[src/rtl/loader_pkg.sv]
package loader_pkg;
  localparam int TICKS_PER_BIT = 16;
  localparam int BYTE_BITS = 8;

  typedef struct packed {
    logic rateSlow;   // selects slow tick divider
    logic storeByte;  // write and echo the byte just received
    logic tmoClear;   // restart the idle timer
    logic tmoRun;     // idle timer may count
  } ctlStrobes_t;

  typedef enum logic [1:0] {CTL_SYNC, CTL_LOAD, CTL_FIN} ctlState_t;
  typedef enum logic [1:0] {RX_IDLE, RX_START, RX_DATA, RX_STOP} rxState_t;
  typedef enum logic [1:0] {TX_IDLE, TX_START, TX_DATA, TX_STOP} txState_t;
endpackage

[src/rtl/loader_dp.sv]
module loader_dp
  import loader_pkg::*;
#(
  parameter int FAST_DIV = 16,
  parameter int SLOW_DIV = 104,
  parameter int ADDR_W = 16,
  parameter int TMO_W = 16,
  parameter int SYNC_STAGES = 2
) (
  input  logic              clk,
  input  logic              rstN,
  input  logic              rxLine,
  input  logic [TMO_W-1:0]  timeoutTicks,
  input  ctlStrobes_t       ctl,
  output logic              rxDone,
  output logic [7:0]        rxByte,
  output logic              tmoExpired,
  output logic              txDriveLow,
  output logic              wrEn,
  output logic [ADDR_W-1:0] wrAddr,
  output logic [7:0]        wrData
);
  localparam int MAX_DIV = (FAST_DIV > SLOW_DIV) ? FAST_DIV : SLOW_DIV;
  localparam int DIV_W = (MAX_DIV > 2) ? $clog2(MAX_DIV) : 1;
  localparam int TC_W = $clog2(TICKS_PER_BIT);
  localparam int BI_W = $clog2(BYTE_BITS);
  localparam logic [TC_W-1:0] MID_TICK = TC_W'(TICKS_PER_BIT / 2 - 1);
  localparam logic [TC_W-1:0] END_TICK = TC_W'(TICKS_PER_BIT - 1);
  localparam logic [BI_W-1:0] LAST_BIT = BI_W'(BYTE_BITS - 1);

  // ---------------- oversample tick ----------------
  logic [DIV_W-1:0] divCnt;
  logic [DIV_W-1:0] divLimit;
  logic tick;

  assign divLimit = ctl.rateSlow ? DIV_W'(SLOW_DIV - 1) : DIV_W'(FAST_DIV - 1);
  assign tick = (divCnt >= divLimit);

  always_ff @(posedge clk or negedge rstN) begin
    if (!rstN) divCnt <= '0;
    else if (tick) divCnt <= '0;
    else divCnt <= divCnt + 1'b1;
  end

  // ---------------- input synchroniser ----------------
  logic [SYNC_STAGES-1:0] syncChain;
  for (genvar g = 0; g < SYNC_STAGES; g++) begin : g_sync
    if (g == 0) begin : g_first
      always_ff @(posedge clk or negedge rstN) begin
        if (!rstN) syncChain[g] <= 1'b1;
        else syncChain[g] <= rxLine;
      end
    end else begin : g_next
      always_ff @(posedge clk or negedge rstN) begin
        if (!rstN) syncChain[g] <= 1'b1;
        else syncChain[g] <= syncChain[g-1];
      end
    end
  end

  logic rxS, rxPrev;
  assign rxS = syncChain[SYNC_STAGES-1];

  // ---------------- receiver ----------------
  rxState_t rxState;
  logic [TC_W-1:0] rxTicks;
  logic [BI_W-1:0] rxBit;
  logic [7:0] rxShift;

  assign rxByte = rxShift;

  always_ff @(posedge clk or negedge rstN) begin
    if (!rstN) begin
      rxState <= RX_IDLE;
      rxTicks <= '0;
      rxBit   <= '0;
      rxShift <= '0;
      rxPrev  <= 1'b1;
      rxDone  <= 1'b0;
    end else begin
      rxPrev <= rxS;
      rxDone <= 1'b0;
      unique case (rxState)
        RX_IDLE: begin
          if (rxPrev && !rxS) begin
            rxState <= RX_START;
            rxTicks <= '0;
          end
        end
        RX_START: begin
          if (tick) begin
            if (rxTicks == MID_TICK) begin
              rxTicks <= '0;
              rxBit   <= '0;
              rxState <= rxS ? RX_IDLE : RX_DATA;
            end else begin
              rxTicks <= rxTicks + 1'b1;
            end
          end
        end
        RX_DATA: begin
          if (tick) begin
            rxTicks <= rxTicks + 1'b1;
            if (rxTicks == END_TICK) begin
              rxShift <= {rxS, rxShift[7:1]};
              if (rxBit == LAST_BIT) rxState <= RX_STOP;
              else rxBit <= rxBit + 1'b1;
            end
          end
        end
        RX_STOP: begin
          if (tick) begin
            rxTicks <= rxTicks + 1'b1;
            if (rxTicks == END_TICK) begin
              rxDone  <= rxS;
              rxState <= RX_IDLE;
            end
          end
        end
        default: rxState <= RX_IDLE;
      endcase
    end
  end

  // ---------------- echo transmitter with one holding slot ----------------
  txState_t txState;
  logic [TC_W-1:0] txTicks;
  logic [BI_W-1:0] txBit;
  logic [7:0] txShift;
  logic holdValid;
  logic [7:0] holdByte;

  always_ff @(posedge clk or negedge rstN) begin
    if (!rstN) begin
      txState   <= TX_IDLE;
      txTicks   <= '0;
      txBit     <= '0;
      txShift   <= '0;
      holdValid <= 1'b0;
      holdByte  <= '0;
    end else begin
      unique case (txState)
        TX_IDLE: begin
          if (holdValid) begin
            txShift   <= holdByte;
            txTicks   <= '0;
            holdValid <= 1'b0;
            txState   <= TX_START;
          end
        end
        TX_START: begin
          if (tick) begin
            txTicks <= txTicks + 1'b1;
            if (txTicks == END_TICK) begin
              txBit   <= '0;
              txState <= TX_DATA;
            end
          end
        end
        TX_DATA: begin
          if (tick) begin
            txTicks <= txTicks + 1'b1;
            if (txTicks == END_TICK) begin
              txShift <= {1'b1, txShift[7:1]};
              if (txBit == LAST_BIT) txState <= TX_STOP;
              else txBit <= txBit + 1'b1;
            end
          end
        end
        TX_STOP: begin
          if (tick) begin
            txTicks <= txTicks + 1'b1;
            if (txTicks == END_TICK) txState <= TX_IDLE;
          end
        end
        default: txState <= TX_IDLE;
      endcase
      if (ctl.storeByte) begin
        holdValid <= 1'b1;
        holdByte  <= rxShift;
      end
    end
  end

  always_comb begin
    unique case (txState)
      TX_START: txDriveLow = 1'b1;
      TX_DATA:  txDriveLow = ~txShift[0];
      default:  txDriveLow = 1'b0;
    endcase
  end

  // ---------------- write port ----------------
  always_ff @(posedge clk or negedge rstN) begin
    if (!rstN) begin
      wrEn   <= 1'b0;
      wrData <= '0;
      wrAddr <= '0;
    end else begin
      wrEn <= ctl.storeByte;
      if (ctl.storeByte) wrData <= rxShift;
      if (wrEn) wrAddr <= wrAddr + 1'b1;
    end
  end

  // ---------------- idle-gap timer ----------------
  logic [TMO_W-1:0] tmoCnt;

  always_ff @(posedge clk or negedge rstN) begin
    if (!rstN) tmoCnt <= '0;
    else if (ctl.tmoClear) tmoCnt <= '0;
    else if (ctl.tmoRun && (tmoCnt != {TMO_W{1'b1}})) tmoCnt <= tmoCnt + 1'b1;
  end

  assign tmoExpired = ctl.tmoRun && (tmoCnt >= timeoutTicks);
endmodule

[src/rtl/loader_ctrl.sv]
module loader_ctrl
  import loader_pkg::*;
(
  input  logic        clk,
  input  logic        rstN,
  input  logic        rxDone,
  input  logic [7:0]  rxByte,
  input  logic        tmoExpired,
  output ctlStrobes_t ctl,
  output logic        slowRate,
  output logic        syncErr,
  output logic        done
);
  localparam logic [7:0] SYNC_FAST = 8'hFF;
  localparam logic [7:0] SYNC_SLOW_A = 8'hC0;
  localparam logic [7:0] SYNC_SLOW_B = 8'hE0;

  ctlState_t state;
  logic slowReg;
  logic errReg;
  logic doneReg;

  always_comb begin
    ctl.rateSlow  = slowReg;
    ctl.storeByte = (state == CTL_LOAD) && rxDone;
    ctl.tmoRun    = (state == CTL_LOAD);
    ctl.tmoClear  = rxDone || (state != CTL_LOAD);
  end

  always_ff @(posedge clk or negedge rstN) begin
    if (!rstN) begin
      state   <= CTL_SYNC;
      slowReg <= 1'b0;
      errReg  <= 1'b0;
      doneReg <= 1'b0;
    end else begin
      doneReg <= 1'b0;
      unique case (state)
        CTL_SYNC: begin
          if (rxDone) begin
            state <= CTL_LOAD;
            if ((rxByte == SYNC_SLOW_A) || (rxByte == SYNC_SLOW_B)) slowReg <= 1'b1;
            else if (rxByte != SYNC_FAST) errReg <= 1'b1;
          end
        end
        CTL_LOAD: begin
          if (tmoExpired && !rxDone) begin
            doneReg <= 1'b1;
            state   <= CTL_FIN;
          end
        end
        CTL_FIN: state <= CTL_FIN;
        default: state <= CTL_SYNC;
      endcase
    end
  end

  assign slowRate = slowReg;
  assign syncErr  = errReg;
  assign done     = doneReg;
endmodule

[src/rtl/autobaud_loader.sv]
module autobaud_loader
  import loader_pkg::*;
#(
  parameter int FAST_DIV = 16,
  parameter int SLOW_DIV = 104,
  parameter int ADDR_W = 16,
  parameter int TMO_W = 16,
  parameter int SYNC_STAGES = 2
) (
  input  logic              clk,
  input  logic              rstN,
  input  logic              rxLine,
  input  logic [TMO_W-1:0]  timeoutTicks,
  output logic              txDriveLow,
  output logic              wrEn,
  output logic [ADDR_W-1:0] wrAddr,
  output logic [7:0]        wrData,
  output logic              slowRate,
  output logic              syncErr,
  output logic              done
);
  ctlStrobes_t ctl;
  logic rxDone;
  logic [7:0] rxByte;
  logic tmoExpired;

  loader_ctrl u_ctrl (
    .clk(clk), .rstN(rstN), .rxDone(rxDone), .rxByte(rxByte),
    .tmoExpired(tmoExpired), .ctl(ctl), .slowRate(slowRate),
    .syncErr(syncErr), .done(done)
  );

  loader_dp #(
    .FAST_DIV(FAST_DIV), .SLOW_DIV(SLOW_DIV), .ADDR_W(ADDR_W),
    .TMO_W(TMO_W), .SYNC_STAGES(SYNC_STAGES)
  ) u_dp (
    .clk(clk), .rstN(rstN), .rxLine(rxLine), .timeoutTicks(timeoutTicks),
    .ctl(ctl), .rxDone(rxDone), .rxByte(rxByte), .tmoExpired(tmoExpired),
    .txDriveLow(txDriveLow), .wrEn(wrEn), .wrAddr(wrAddr), .wrData(wrData)
  );
endmodule

[config.mk]
export PLATFORM = sky130hd
export DESIGN_NAME = autobaud_loader
export DESIGN_NICKNAME = d
export VERILOG_FILES = /design/src/rtl/loader_pkg.sv /design/src/rtl/loader_dp.sv /design/src/rtl/loader_ctrl.sv /design/src/rtl/autobaud_loader.sv
export SDC_FILE = /design/constraint.sdc
export NUM_CORES = 1
export LEC_CHECK = 0
export ABC_AREA = 1
export BUFFER_PORTS_ARGS = -buffer_cell sky130_fd_sc_hd__buf_2
export CORE_MARGIN = 1.5
export CORE_UTILIZATION = 50
export CTS_BUF_LIST = sky130_fd_sc_hd__clkbuf_16
export DETAILED_ROUTE_END_ITERATION = 8
export PLACE_DENSITY = 0.69
export SLEW_MARGIN = 20
export SYNTH_ARGS = -nofsm -noshare
export SYNTH_HDL_FRONTEND = slang
export SYNTH_SLANG_ARGS = --single-unit
[constraint.sdc]
create_clock -name clk -period 5.3 [get_ports clk]
set_input_delay 1.06 -clock clk [delete_from_list [all_inputs] [get_ports clk]]
set_output_delay 1.06 -clock clk [all_outputs]
set_load 0.01 [all_outputs]
==> summary.md, run 1 <==
| Metric | Value |
|---|---|
| Area of the placeable core | `approximately 9600 µm²` |
| Result of the run | `complete, no violations` |
| Total setup violations reported at the end of the flow | `0` |
| Net Switching | `0.397 mW` |
| Top achievable clock speed | `329 MHz` |
| Antenna diodes | `0` |
| WL/cell | `roughly 12 µm` |
| I/O pins | `48` |
| Most common library cells after synthesis | `136 x nand2_1, 89 x dfrtp_1, 76 x inv_1, 36 x nor2_1, 35 x ha_1` |
| Site row count | `36` |
| Weighted congestion reported at the end of routability-driven placement | `roughly 0.77` |
| Final worst setup slack | `about 2300 ps` |
| Largest cells by area after synthesis | `dfrtp_1 45%, nand2_1 10%, ha_1 8.9%` |
| Flip-flop cell with the highest count after synthesis | `dfrtp_1` |
| Average size of a mapped cell | `approximately 8.6 µm²` |
| Area of the mapped netlist | `approximately 4900 µm²` |
| Relative contribution of the clock network to total power | `42.4%` |
| Global routing met3 resource utilization | `under 10%` |
| Aggregate routed wire length | `just over 9000 µm` |
| Switching share of power | `26.8%` |
| Congestion Overflow GR | `0` |
| Number of sinks on the clock net | `between 90 and 100` |
| Number of warnings printed during yosys synthesis | `0` |
| Number of buffers on the longest clock path | `2` |
| Worst max-slew margin expressed relative to the limit | `52.1%` |
| Post-route antenna net violation count | `0` |
| Dpl ws | `~2600 ps` |
| Count of H-tree levels built during CTS | `3` |
| Internal Dissipation | `between 1 and 1.5 mW` |
| Post-Syn Instances | `between 500 and 600` |
| Met1 capacity usage during global routing | `a little under a quarter` |
| Area Overhead vs Synth | `13.5%` |
| Type of the worst setup path | `reg -> out` |
| Accumulated negative setup slack | `0 ps` |
| Number of enable-type register cells in the synthesized netlist | `0` |
| Leakage power | `about 3 nW` |
| Via count | `around 3.8k` |
| Startpoint kind of the worst setup timing path | `flip-flop` |
| Number of antenna violations at the first check in global routing | `0` |
| Largest fanout on the critical path | `13` |
| Sequential share of power | `roughly half` |
| Most used routing layer | `met2` |
| Final layout net count | `~680` |
| Proportion of netlist area held by the largest area contributor | `45.2%` |
| Fraction of power consumed by combinational cells | `7.9%` |
| Count of final hold-check violations | `0` |
| Fin crit period | `3040 ps` |
| Met2 routing resource usage after global routing | `about a third` |
| Height of the die | `roughly 100 µm` |
| Category of the worst setup path capture point | `output pin` |
| Slew at the pin closest to its max-slew limit | `around 720 ps` |
| Worst skew pair latency | `between 300 and 400 ps` |
| Reg2reg setup slack | `slightly above 3000 ps` |
| Cell with the most instances after synthesis | `nand2_1` |
| Highest ir drop seen on vdd | `~0.22 mV` |
| Final period utilization | `a little under three fifths` |
| Fraction of layout instances using a drive strength above 1 | `roughly 15%` |
| CTS Buf Count | `9` |
| Hold/Removal Path Class | `reg -> reg` |
| Count of cells resized by post-cts repair | `0` |
| Largest net degree at the start of global routing | `58` |
| Max-slew violation total from the final report | `0` |
| PnR Total Power | `1.48 mW` |
| Quantity of hold-fixing buffers added after cts | `0` |
| Clock transition at the registers of the reported paths | `about 70 ps` |
| Fill cell instance count of the final layout | `between 900 and 1k` |
| Arr. time, crit path | `~2000 ps` |
| CTS Root Buffer Type | `clkbuf_16` |
| Die footprint | `10400 µm²` |
| Number of I/O port buffers | `47` |
| Number of synthesized register bits | `92` |
| Vias in the first global route | `3725` |
| First-pass GRT wire length | `15800 µm` |
| X dimension of the die | `around 100 µm` |
| Required time of the critical path | `approximately 4200 ps` |
| Post-synth cell types | `a little over 40` |
| Routed vias/inst | `roughly 5.0` |
| Half-perimeter wire length of the detailed placement result | `~6700 µm` |
| Post-synthesis sequential area ratio | `46.8%` |
| Cell type with the largest total area after synthesis | `dfrtp_1` |
| Total setup buffers inserted after CTS | `0` |
| Overall fraction of global-route tracks in use | `19.0%` |
| DRC Markers | `0` |
| Total nets after synthesis | `about 630` |
| CTS tree | `yes` |
| Hold slack | `between 300 and 400 ps` |
| Clock skew | `~12 ps` |
| Cell Pwr Density | `between 200 and 300 nW/µm²` |
| Synth async-reset ratio | `100%` |
| Max-cap violations | `0` |
| Final core occ | `58.0%` |
| DRC marker count from the first detailed-route iteration | `142` |
| Number of iterations in the first detailed-routing pass | `4` |
| Setup repair after global routing missed its margin | `no` |
| Initial core utilization | `between 50% and 60%` |
[critical path, stage by stage, from the launching register on]
cell and delay, ps:
dfrtp_1 420, inv_1 90, ha_1 540, inv_1 200, nor2_1 140, nor2_1 50
nor2_1 80, buf_2 130
[path summary, 6_finish.rpt]
path | from | to | depth (start not counted)
min in group asynchronous | rstN | u_dp.tmoCnt[7] | 1
worst min-delay path | u_dp.syncChain[0] | u_dp.rxS | 0
worst max register to register | u_ctrl.slowRate | u_dp.rxBit[1] | 9
worst max-delay path | u_dp.txState[0] | txDriveLow | 7
worst min register to register | u_dp.syncChain[0] | u_dp.rxS | 0
max in group asynchronous | rstN | u_dp.txBit[1] | 2
[per-stage QoR]
| step | cells | cell area, µm² |
|---|---|---|
| finish | 762 | 5590 |
| global route | 762 | 5590 |
| CTS | 762 | 5590 |
| detailed placement | 746 | 5300 |
| global placement | 746 | 5300 |
| floorplan | 572 | 4920 |
[cells by family after synthesis]
logic type / after synthesis / synth area share, %
xor gates and xnor gates: 24 / 4.27
buffers and inverters: 92 / 7.24
muxes: 8 / 1.65
adders and majority gates: 35 / 8.90
AOI/OAI and AO/OA: 77 / 8.64
and+or+nand+nor: 244 / 22.4
DFF: 92 / 46.8
[layer usage]
metal  vias up  wire, µm
met1      1785      4120
li1       1972         -
met2        70      4480
met3        11       337
met4         0       102
met5         -         0
[cell type report]
| class | instances | area (µm²) | share of cell area (%) |
|---|---|---|---|
| clock buffer | 9 | 225 | 4.03 |
| tap | 133 | 166 | 2.98 |
| timing repair buffer | 48 | 245 | 4.39 |
| inverter | 85 | 319 | 5.71 |
| sequential | 92 | 2310 | 41.3 |
| clock inverter | 7 | 65.1 | 1.16 |
| multi-input combinational | 388 | 2260 | 40.4 |
[registers in the layout (all words and copies together), names as in the netlist, 2 cells and up, named ones only]
name           count
u_dp.txState       2
u_dp.rxByte        8
u_dp.txTicks       4
u_dp.holdByte      8
u_dp.txShift       8
u_dp.txBit         3
u_ctrl.state       2
u_dp.rxTicks       4
u_dp.rxBit         3
u_dp.divCnt        7
u_dp.wrAddr       16
u_dp.tmoCnt       16
[cell usage in the layout, fill, tap and decap left out, types with 4 or more instances in the layout]
cell / count
nand2_1: 136
dfrtp_1: 89
inv_1: 76
buf_2: 46
nor2_1: 36
ha_1: 35
nand3_1: 28
o21ai_1: 26
o21ai_0: 23
xor2_1: 17
nand4_1: 14
a21oi_1: 13
inv_2: 9
clkbuf_16: 9
xnor2_1: 7
mux2i_1: 7
nor3_1: 5
nor4_1: 5
nor2_2: 4
a31oi_1: 4
[power groups by stage]
stage                     sequential, mW  combinational [mW]  clock, mW
after floorplan                    0.745              0.0811          0
after global placement             0.748               0.113          0
after detailed placement           0.750               0.119          0
after CTS                          0.736               0.120      0.644
after global routing               0.739               0.138      0.673
final                              0.736               0.118      0.630
Power figures use the tool's default switching activity.
==> inputs of run 2 (changes only) <==
ABC_AREA = 0   (was 1)
PLACE_DENSITY = 0.72   (was 0.69)
clock period = 2.5 ns   (was 5.3 ns; I/O delays follow)
==> run 2 against run 1 <==
  * Final area fell by 0.22%
  * Final cell count fell by 14%
  * Synthesized cell count fell by 18%
  * Critical endpoint is now u_dp.txState[1]
  * Highest routed layer unchanged
==> summary.md, run 2 <==
| Metric | Value |
|---|---|
| Largest regs | `u_dp.tmoCnt (16), u_dp.wrAddr (16) (unchanged)` |
| Leakage power | `2.76 nW (was 3.01 nW)` |
| Leading cell types in the layout, fill and taps excluded | `89 x dfrtp_1, 46 x buf_2, 36 x nand2_1 (was 136 x nand2_1, 89 x dfrtp_1, 76 x inv_1)` |
| Number of antenna violations at the first check in global routing | `0 (unchanged)` |
| Slew at the pin closest to its max-slew limit | `609 ps (was 719 ps)` |
| Clock transition at the registers of the reported paths | `70 ps (about the same)` |
| Total setup buffers inserted after CTS | `0 (unchanged)` |
| First-pass GRT wire length | `16900 µm (was 15800 µm)` |
| Area of the mapped netlist | `4910 µm² (was 4920 µm²)` |
| Summed area of non-filler cells in the final layout | `5570 µm² (was 5590 µm²)` |
| Final layout net count | `573 (was 678)` |
| Required time of the critical path | `2720 ps (was 4240 ps)` |
| Number of sinks on the clock net | `92 (unchanged)` |
| CTS Buf Count | `9 (unchanged)` |
| Count of H-tree levels built during CTS | `3 (unchanged)` |
| Largest fanout on the critical path | `11 (was 13)` |
| Antenna diodes | `0 (unchanged)` |
| Reg-to-reg critical path startpoint | `u_ctrl.slowRate (unchanged)` |
| Half-perimeter wire length of the detailed placement result | `7010 µm (was 6690 µm)` |
| Worst skew pair latency | `340 ps (about the same)` |
| Setup repair after global routing missed its margin | `no (unchanged)` |
| I/O pins | `48 (unchanged)` |
| Post-Syn Instances | `471 (was 572)` |
| Count of final hold-check violations | `0 (unchanged)` |
| Max-slew violation total from the final report | `0 (unchanged)` |
| Top achievable clock speed | `428 MHz` |
| Arr. time, crit path | `2560 ps (was 1980 ps)` |
| Startpoint kind of the worst setup timing path | `flip-flop (unchanged)` |
| Number of iterations in the first detailed-routing pass | `4 (unchanged)` |
| FF/Latch Area | `2310 µm² (unchanged)` |
| Final period utilization | `93.5%` |
| Launch point of the critical path | `u_ctrl.slowRate (was u_dp.txState[0])` |
| Total setup violations reported at the end of the flow | `0 (unchanged)` |
| Post-synthesis sequential area ratio | `46.9% (was 46.8%)` |
| Cell Pwr Density | `512 nW/µm² (was 266 nW/µm²)` |
| Area of the placeable core | `9370 µm² (was 9640 µm²)` |
| Reg2reg setup slack | `160 ps (was 3110 ps)` |
| CTS tree | `yes (unchanged)` |
| Quantity of hold-fixing buffers added after cts | `0 (unchanged)` |
| Clock skew | `11.0 ps (was 11.5 ps)` |
| Result of the run | `complete, no violations (unchanged)` |
| Number of warnings printed during yosys synthesis | `0 (unchanged)` |
| Highest ir drop seen on vdd | `0.302 mV (was 0.215 mV)` |
| Number of I/O port buffers | `47 (unchanged)` |
| Post-route antenna net violation count | `0 (unchanged)` |
| Hold/Removal Path Class | `in -> async (was reg -> reg)` |
| Category of the worst setup path capture point | `flip-flop (was output pin)` |
| Overall fraction of global-route tracks in use | `20.5% (was 19.0%)` |
| Weighted congestion reported at the end of routability-driven placement | `0.865 (was 0.770)` |
| Vias in the first global route | `3590 (was 3725)` |
| Worst max-slew margin expressed relative to the limit | `59.4% (was 52.1%)` |
| Most common cell after layout, fill and taps aside | `dfrtp_1 (was nand2_1)` |
| Most common library cells after synthesis | `89 x dfrtp_1, 36 x nand2_1, 35 x ha_1, 34 x nor2_1, 32 x inv_1 (was 136 x nand2_1, 89 x dfrtp_1, 76 x inv_1, 36 x nor2_1, 35 x ha_1)` |
| Dpl ws | `32.7 ps (was 2630 ps)` |
| Area of the multi-input gates | `2400 µm² (was 2260 µm²)` |
| Initial core utilization | `52.4% (was 51.1%)` |
| Fill cell instance count of the final layout | `824 (was 901)` |
| X dimension of the die | `102 µm (about the same)` |
| Final worst setup slack | `162 ps (was 2260 ps)` |
| Largest cells by area after synthesis | `dfrtp_1 45%, ha_1 8.9%, mux2_2 5.0% (was dfrtp_1 45%, nand2_1 10%, ha_1 8.9%)` |
| Type of the worst setup path | `reg -> reg (was reg -> out)` |
| Max-cap violations | `0 (unchanged)` |
| Total nets after synthesis | `525 (was 626)` |
| Congestion Overflow GR | `0 (unchanged)` |
| Flip-flop cell with the highest count after synthesis | `dfrtp_1 (unchanged)` |
| Hold slack | `171 ps (was 356 ps)` |
| Site row count | `35 (was 36)` |
| DRC Markers | `0 (unchanged)` |
| Area Overhead vs Synth | `13.5% (about the same)` |
| Fin crit period | `roughly 2300 ps` |
| Die footprint | `10400 µm² (about the same)` |
| Count of cells resized by post-cts repair | `0 (unchanged)` |
| WL/cell | `15.1 µm (was 11.9 µm)` |
| Average size of a mapped cell | `10.4 µm² (was 8.61 µm²)` |
| Via count | `3633 (was 3838)` |
| Proportion of netlist area held by the largest area contributor | `45.3% (was 45.2%)` |
| DRC marker count from the first detailed-route iteration | `202 (was 142)` |
| Number of buffers on the longest clock path | `2 (unchanged)` |
| Post-synth cell types | `55 (was 41)` |
| Cell with the most instances after synthesis | `dfrtp_1 (was nand2_1)` |
| Aggregate routed wire length | `9880 µm (was 9050 µm)` |
| Number of enable-type register cells in the synthesized netlist | `0 (unchanged)` |
| Final core occ | `59.5% (was 58.0%)` |
| Height of the die | `102 µm (about the same)` |
| CTS Root Buffer Type | `clkbuf_16 (unchanged)` |
| Accumulated negative setup slack | `0 ps (unchanged)` |
| Routed vias/inst | `5.56 (was 5.04)` |
| Number of synthesized register bits | `92 (unchanged)` |
| Placed inst area | `5290 µm² (was 5300 µm²)` |
| Cell type with the largest total area after synthesis | `dfrtp_1 (unchanged)` |
| Fraction of layout instances using a drive strength above 1 | `19.3% (was 15.3%)` |
| Synth async-reset ratio | `100% (unchanged)` |
| Largest net degree at the start of global routing | `49 (was 58)` |
## run 2: area by class of cell
type                    instances  share of cell area, %
clock inverters                 7                   1.03
multi-input cells             330                   43.1
flip-flops and latches         92                   41.4
inverters                      32                   2.15
clock buffers                   9                   4.04
well taps                     129                   2.90
repair buffers                 54                   5.43
## run 2: logic make-up (layout without fill, tap and decap cells)
kind of cell    after synthesis  after routing  synth area share [%]
flops                        92             92                  46.9
simple gates                148            148                  14.8
fa+ha+maj                    35             35                  8.91
mux                          25             25                  5.65
buf+inv                      49            102                  4.18
compound gates               86             86                  13.1
xor+xnor                     36             36                  6.42
## run 2: path summary, 6_finish.rpt
| path | to | cells past startpoint |
|---|---|---|
| setup / recovery | u_dp.txState[1] | 7 |
| hold / removal | u_dp.wrAddr[13] | 1 |
| setup reg to reg | u_dp.txState[1] | 7 |
| hold reg to reg | u_dp.rxS | 0 |
| max in group asynchronous | u_dp.rxS | 2 |
| min in group clk | u_dp.syncChain[0] | 1 |
## run 2: per-layer routing
layer  track usage, %  vias to the layer above  wire, µm
met5                0                        -         0
li1                 -                     1769         -
met2             33.2                       76      4680
met3             3.90                       14       410
met1             28.2                     1774      4650
met4             5.90                        0       140
## run 2: metrics by stage
step                total power, mW  std cells
finish                         2.85        653
global route                   2.96        653
CTS                            2.88        653
detailed placement             1.59        637
global placement               1.59        637
floorplan                      1.54        471
## run 2: worst max-delay path, stage by stage, from the launching register on
cell and delay, ps:
dfrtp_1 370, inv_1 80, ha_1 310, and4b_1 220, a31oi_4 360, a21boi_0 210, a21oi_1 300, mux2_2 370
## run 2: where the power goes
part | internal (mW) | switching (mW) | leakage (nW)
clock | 0.688 | 0.605 | 0.134
combinational | 0.0223 | 0.0451 | 1.37
sequential | 1.49 | 0.00183 | 1.26
